--- config.mk ---
export PLATFORM = sky130hd
export DESIGN_NAME = framed_mean3
export DESIGN_NICKNAME = d
export VERILOG_FILES = /design/src/rtl/framed_mean3_pkg.sv /design/src/rtl/mean3_taps.sv /design/src/rtl/mean3_scale.sv /design/src/rtl/framed_mean3.sv
export SDC_FILE = /design/constraint.sdc
export NUM_CORES = 1
export LEC_CHECK = 0
export ABC_AREA = 1
export ABC_CLOCK_PERIOD_IN_PS = 4750
export BUFFER_PORTS_ARGS = -buffer_cell sky130_fd_sc_hd__buf_2
export CORE_UTILIZATION = 56
export DETAILED_ROUTE_END_ITERATION = 6
export PLACE_DENSITY_LB_ADDON = 0.12
export SETUP_SLACK_MARGIN = 0.15
export SLEW_MARGIN = 40
export SYNTH_ARGS = -nofsm -noshare
export SYNTH_HDL_FRONTEND = slang
export SYNTH_SLANG_ARGS = --single-unit
--- constraint.sdc ---
create_clock -name clk_i -period 4.75 [get_ports clk_i]
set_clock_uncertainty 0.2 [all_clocks]
set_input_delay 0.7125 -clock clk_i [delete_from_list [all_inputs] [get_ports clk_i]]
set_output_delay 0.7125 -clock clk_i [all_outputs]
set_load 0.03 [all_outputs]
--- src/rtl/framed_mean3_pkg.sv ---
package framed_mean3_pkg;

  typedef enum logic [1:0] {
    TAG_IDLE  = 2'b00,
    TAG_FIRST = 2'b01,
    TAG_MID   = 2'b10,
    TAG_LAST  = 2'b11
  } frame_tag_e;

endpackage

--- src/rtl/mean3_taps.sv ---
module mean3_taps
  import framed_mean3_pkg::*;
#(
  parameter int DATA_W = 14,
  parameter int TAPS   = 3
) (
  input  logic                         clk_i,
  input  logic                         rst_ni,
  input  logic [1:0]                   tag_i,
  input  logic [DATA_W-1:0]            data_i,
  output logic [TAPS-1:0][DATA_W-1:0]  taps_o,
  output logic [1:0]                   tag_o
);

  logic [TAPS-1:0][DATA_W-1:0] tap_q, tap_d;
  logic [1:0]                  tag_q;
  logic                        load_en;

  assign load_en = (frame_tag_e'(tag_i) != TAG_IDLE);

  // next-state: newest sample always enters tap 0
  always_comb begin
    tap_d    = tap_q;
    tap_d[0] = data_i;
  end

  for (genvar k = 1; k < TAPS; k++) begin : g_tap_next
    logic [DATA_W-1:0] older_d;
    always_comb begin
      if (frame_tag_e'(tag_i) == TAG_FIRST) older_d = '0;
      else                                  older_d = tap_q[k-1];
    end
    always_ff @(posedge clk_i or negedge rst_ni) begin
      if (!rst_ni)      tap_q[k] <= '0;
      else if (load_en) tap_q[k] <= older_d;
    end
  end

  always_ff @(posedge clk_i or negedge rst_ni) begin
    if (!rst_ni)      tap_q[0] <= '0;
    else if (load_en) tap_q[0] <= tap_d[0];
  end

  always_ff @(posedge clk_i or negedge rst_ni) begin
    if (!rst_ni) tag_q <= '0;
    else         tag_q <= tag_i;
  end

  assign taps_o = tap_q;
  assign tag_o  = tag_q;


  first_clears_chk: assert property (@(posedge clk_i) disable iff (!rst_ni)
    (tag_i == 2'b01) |=> (tap_q[1] == '0 && tap_q[2] == '0));


  idle_holds_chk: assert property (@(posedge clk_i) disable iff (!rst_ni)
    (tag_i == 2'b00) |=> ($stable(tap_q[0]) && $stable(tap_q[1]) && $stable(tap_q[2])));


  shift_chk: assert property (@(posedge clk_i) disable iff (!rst_ni)
    (tag_i[1] == 1'b1) |=> (tap_q[1] == $past(tap_q[0]) && tap_q[2] == $past(tap_q[1])));

endmodule

--- src/rtl/mean3_scale.sv ---
module mean3_scale #(
  parameter int DATA_W = 14,
  parameter int TAPS   = 3,
  parameter int COEF   = 85,
  parameter int COEF_W = 7,
  parameter int SHIFT  = 8
) (
  input  logic [TAPS-1:0][DATA_W-1:0] taps_i,
  output logic [DATA_W-1:0]           mean_o
);

  localparam int SUM_W  = DATA_W + $clog2(TAPS);
  localparam int PROD_W = SUM_W + COEF_W + 1;

  logic signed [SUM_W-1:0]  sum;
  logic signed [COEF_W:0]   coef_s;
  logic signed [PROD_W-1:0] product;

  assign coef_s = (COEF_W+1)'(COEF);

  always_comb begin
    sum = '0;
    for (int k = 0; k < TAPS; k++) begin
      sum = sum + {{(SUM_W-DATA_W){taps_i[k][DATA_W-1]}}, taps_i[k]};
    end
  end

  assign product = sum * coef_s;
  assign mean_o  = DATA_W'(product >>> SHIFT);

endmodule

--- src/rtl/framed_mean3.sv ---
module framed_mean3
  import framed_mean3_pkg::*;
#(
  parameter int DATA_W = 14,
  parameter int TAPS   = 3,
  parameter int COEF   = 85,
  parameter int COEF_W = 7,
  parameter int SHIFT  = 8
) (
  input  logic              clk_i,
  input  logic              rst_ni,
  input  logic [DATA_W-1:0] data_i,
  input  logic [1:0]        tag_i,
  output logic [DATA_W-1:0] data_o,
  output logic [1:0]        tag_o
);

  logic [TAPS-1:0][DATA_W-1:0] taps;
  logic [1:0]                  stage_tag;
  logic [DATA_W-1:0]           mean;
  logic [DATA_W-1:0]           data_q, data_d;
  logic [1:0]                  tag_q;
  logic                        out_en;

  mean3_taps #(.DATA_W(DATA_W), .TAPS(TAPS)) u_taps (
    .clk_i  (clk_i),
    .rst_ni (rst_ni),
    .tag_i  (tag_i),
    .data_i (data_i),
    .taps_o (taps),
    .tag_o  (stage_tag)
  );

  mean3_scale #(
    .DATA_W(DATA_W), .TAPS(TAPS), .COEF(COEF), .COEF_W(COEF_W), .SHIFT(SHIFT)
  ) u_scale (
    .taps_i (taps),
    .mean_o (mean)
  );

  assign out_en = (frame_tag_e'(stage_tag) != TAG_IDLE);

  always_comb begin
    data_d = data_q;
    if (out_en) data_d = mean;
  end

  always_ff @(posedge clk_i or negedge rst_ni) begin
    if (!rst_ni) begin
      data_q <= '0;
      tag_q  <= '0;
    end else begin
      data_q <= data_d;
      tag_q  <= stage_tag;
    end
  end

  assign data_o = data_q;
  assign tag_o  = tag_q;


  tag_align_chk: assert property (@(posedge clk_i) disable iff (!rst_ni)
    1'b1 |=> (tag_o == $past(stage_tag)));


  hold_chk: assert property (@(posedge clk_i) disable iff (!rst_ni)
    (stage_tag == 2'b00) |=> $stable(data_o));

endmodule

Word level (Yosys, flattened, before mapping)
Cells that the tools add are included.
Operators by class
  equality and inequality tests: 1
  bitwise operators: 0
  shift-type cells: 0
  multiply operators: 1
  reduce and logical (&&, ||, !) cells: 2
  $lt $le $gt $ge: 0
  add/sub/neg operators: 2
  multiplexer cells: 2
  div/mod/pow operators: 0
Operators by type and width (count)
  $mux 14: 2
  $mul 16x8->22 const B: 1
  $add 15x14->16: 1
  $add 14x14->15: 1
  $reduce_bool 2->1: 2
  $eq 2x1->1 const B: 1
Storage, ports and cells
  register bits after elaboration: 60
  memories: 0
  bits in latches: 0
  word-level logic and storage cells: 14
  input bits: 18
  RAM bits: 0
  output and inout port bits: 16
  ROM bits: 0

Longest topological paths before layout
  depth after elaboration: 3
  depth in mapped cells: 31

Modules after synthesis
Synthesis repeated with hierarchy kept, for this count alone.
Second synthesis, totals
  cells, all modules: 689
  area total of the unflattened synthesis: 5614.1 sq um
By module, submodules not included
  mean3_scale: seq. area each 0.0 sq um, cells each 446, times used 1, area each 3315.7 sq um
  mean3_taps: seq. area each 1101.1 sq um, cells each 181, times used 1, area each 1682.9 sq um
  framed_mean3: seq. area each 400.4 sq um, cells each 62, times used 1, area each 615.6 sq um

Worst setup path after synthesis
OpenSTA, ideal clock, no wires.
  path kind: register to register
  start point: reg u_taps.tap_q, in the netlist u_taps.taps_o[1]
  end point: reg data_q[13], in the netlist data_o[13]
  required time: 4.431 ns
  setup time: 0.119 ns
  path slack: -0.435 ns
  clock period less this slack: 5.185 ns
  path buffers: 0
  arrival time: 4.866 ns
  cell stages (with the launch flop): 24
  path through: dfrtp_1 -> inv_1 -> fa_1 -> inv_1 -> ha_1 -> fa_1 -> a21oi_1 -> o21ai_1 -> xor2_1 -> ha_1 -> ha_1 -> fa_1 -> inv_1 -> fa_1 -> inv_1 -> ha_1 -> nand2_2 -> inv_1 -> a21oi_1 -> nand3_2 -> nand2_2 -> nand3b_1 -> nand3_1 -> nand2_1
Between the ends
  cells in the longest elaborated chain, start to end: 3
Ends and longest elaborated chain
  start, declared: RTL line mean3_taps.sv:15  | logic [TAPS-1:0][DATA_W-1:0] tap_q, tap_d;
  $add 14x14->15: RTL line mean3_scale.sv:24  | sum = sum + {{(SUM_W-DATA_W){taps_i[k][DATA_W-1]}}, taps_i[k]};
  $add 15x14->16: RTL line mean3_scale.sv:24
  $mul 16x8->22: RTL line mean3_scale.sv:28  | assign product = sum * coef_s;
  end signal, assigned: RTL line framed_mean3.sv:53  | data_q <= data_d;
  end, declared: RTL line framed_mean3.sv:21  | logic [DATA_W-1:0] data_q, data_d;
No other way between the ends.
A chain may end at the register's enable or synchronous reset.

Worst setup path after layout
  start point: reg u_taps.tap_q, in the netlist u_taps.taps_o[29]
  end point: reg data_q[13], in the netlist data_o[13]
Between the ends
  cells in the longest elaborated chain, start to end: 2
Ends and longest elaborated chain
  start signal, assigned by index: RTL line mean3_taps.sv:35  | else if (load_en) tap_q[k] <= older_d;
  $add 15x14->16: RTL line mean3_scale.sv:24
  $mul 16x8->22: RTL line mean3_scale.sv:28
No other way between the ends.

==> metrics.md <==
| Metric | Value |
|---|---|
| Status | finished with violations |
| Failing checks | setup timing |
| Most instantiated library cell after synthesis | nand2_1 |
| FF+latch count, synth | 60 |
| Core ar. | 9420 sq um |
| Placed inst area | 7030 sq um |
| GP Congestion | 0.864 |
| Area leader, netlist | dfrtp_1 |
| EDFF count, synth | 0 |
| WP data required | 4790 ps |
| Post-Place Cells | 903 |
| Final setup viols | 14 |
| IO buf count | 33 |
| Cell area after layout | 8060 sq um |
| Critical path fanouts, max | 4 |
| Register area share after synthesis | 27.1% |
| WS Path Type | flop to flop |
| Top-area cell type share of the netlist area | 27.1% |
| CTS Buf Count | 9 |
| Post-route ant nets | 0 |
| H-tree depth | 3 |
| CP startpoint kind | flop |
| Setup crit end kind | flop |
| Largest net degree at the start of global routing | 39 |
| Worst flop-to-flop path startpoint | u_taps.taps_o[29] |
| Routed wire length per instance | 18.8 um |
| Clk pin slew, worst setup/hold paths | 100 ps |
| Inserted Diodes | 0 |
| 1st-iter DRT viols | 228 |
| CTS max path bufs | 2 |
| Top cells by area, synth | dfrtp_1 27%, ha_1 18%, fa_1 16% |
| Total GRT Usage | 33.7% |
| CP arrival | 5480 ps |
| DRC Markers | 0 |
| Max Slew Vio Count | 0 |
| Fin. Hold Viols | 0 |
| RSZ-0062 raised after global routing | true |
| Minimum clock period | 5440 ps |
| Post-DP HPWL | 10.0 mm |
| Vias in the first global route | 5503 |
| Final Cycle Share | 114% |
| Mapped Avg Cell Area | 8.44 sq um |
| Clock Latency Late Sink | 370 ps |
| # clock sinks | 60 |
| Die H | 101 um |
| Initial antenna violation count | 0 |
| Post-synthesis async set-or-reset flop share | 100% |
| R2R Path End | data_o[13] |
| Clk root buf | clkbuf_8 |
| Cell Area, Synth | 5540 sq um |
| Final #Nets | 951 |
| Grt ovf | 0 |
| Initial Utilization | 58.8% |
| Worst slew margin | 50.0% |
| Syn_nets | 795 |
| First-pass GRT wire length | 25.9 mm |
| Top cells by count, synth | 143 x nand2_1, 128 x inv_1, 78 x ha_1 |
| Worst slew pin tran | 749 ps |
| CTS tree | done |
| Via/cell ratio | 5.49 |
| Max Cap Violations | 0 |
| Area delta synth->final | 45.6% |
| R2R setup slack | -690 ps |
| Final WL | 17.8 mm |
| Initial DRT Pass Iterations | 5 |
| Cells after Synth | 656 |
| Io pins | 34 |
| Die area | 10300 sq um |
| Yosys cell types | 35 |
| Worst r2r path cells | 25 |
| Filler cell count | 480 |
| Peak Freq | 184 MHz |
| Worst Hold Class | input pin to asynchronous set/reset pin |
| Final worst slack | -686 ps |
| Synth Flop Type | dfrtp_1 |
| Final non-filler cell total | 946 |
| Synth warnings | 0 |
| Die width | 101 um |
| Share of layout cells above drive strength 1 | 43.5% |
| Rows | 35 |
| Vias | 5195 |
==> placed cells by master, fill, tap and decap left out, drive strengths merged, types with 5 or more instances in the layout <==
cell type,instances
dfrtp,60
nor2,32
nand2,160
fa,43
nor3,5
buf,154
xor2,11
nand3,30
o22ai,7
clkbuf,10
a21oi,20
o21ai,43
inv,139
ha,78
==> cells by family after synthesis <==
kind of cell | synth area share (%)
buf+inv | 10.1
simple gates | 18.8
compound gates | 8.36
xor+xnor | 2.37
fa+ha+maj | 33.2
flops | 27.1
==> how the worst max path moves through the flow <==
stage / slack (ps) / end / startpoint / depth (start not counted)
after floorplan: -120 / data_o[13] / u_taps.taps_o[31] / 23
after global placement: -420 / data_o[13] / u_taps.taps_o[5] / 26
after detailed placement: -450 / data_o[13] / u_taps.taps_o[5] / 26
after CTS: -400 / data_o[13] / u_taps.taps_o[3] / 25
after global routing: -790 / data_o[13] / u_taps.taps_o[29] / 25
final: -690 / data_o[13] / u_taps.taps_o[29] / 25
==> cell type report <==
cell class                 count  area, sq um  area share, %
multi-input combinational    448         4560           56.5
sequential                    60         1500           18.6
timing repair buffer         154         1100           13.7
inverter                     139          524           6.51
tap                          129          161           2.00
clock buffer                  10          128           1.58
clock inverter                 6         87.6           1.09
==> what timing repair did <==
action                                  4_1_cts  5_1_grt
buffers inserted                             17       10
endpoints found under the setup margin       14       14
gates cloned                                  0        0
resized for setup                            63       40
hold buffers                                  0        0
pin swaps                                    77       49
==> critical path, cell delays in order (launching register included) <==
cell and delay, ps:
dfrtp_1 350, inv_2 50, fa_1 590, inv_2 60, ha_4 160, fa_2 440, buf_6 150, a21oi_4 160
o21ai_2 90, xor2_2 290, buf_4 190, ha_4 200, ha_4 210, fa_1 510, inv_1 60, fa_1 520
inv_2 50, ha_4 310, nand2_2 90, nor2_2 180, and2_4 170, nand2_2 50, nand2_1 60, nand2_1 50
nand3_1 60, nand2_1 60
==> sequential cells by signal, summed over array words and instances, names as in the netlist <==
| register | flops |
|---|---|
| u_taps.tag_o | 2 |
| u_taps.taps_o | 42 |
| data_o | 14 |
| tag_o | 2 |
==> through the flow <==
step / setup slack (ps) / util, % / hold slack [ps] / setup TNS, ps
after floorplan: -119 / - / 172 / -957
after global placement: -418 / 74.6 / 177 / -3760
after detailed placement: -449 / 74.7 / 184 / -5080
after CTS: -396 / 82.8 / 125 / -3920
after global routing: -787 / 85.6 / 145 / -9310
final: -686 / 85.6 / 106 / -7660
==> metal layers <==
layer  share of wire (%)  track usage (%)  vias to the layer above
met5                   0                0                        -
met4                 5.9             16.4                        0
met3                 4.7             5.18                       91
met2                  52             64.4                      243
met1                  38             36.1                     2509
li1                    -                -                     2352
Power is not shown: default switching activity piles up to over one toggle a cycle in this logic, so the estimate is an artifact.
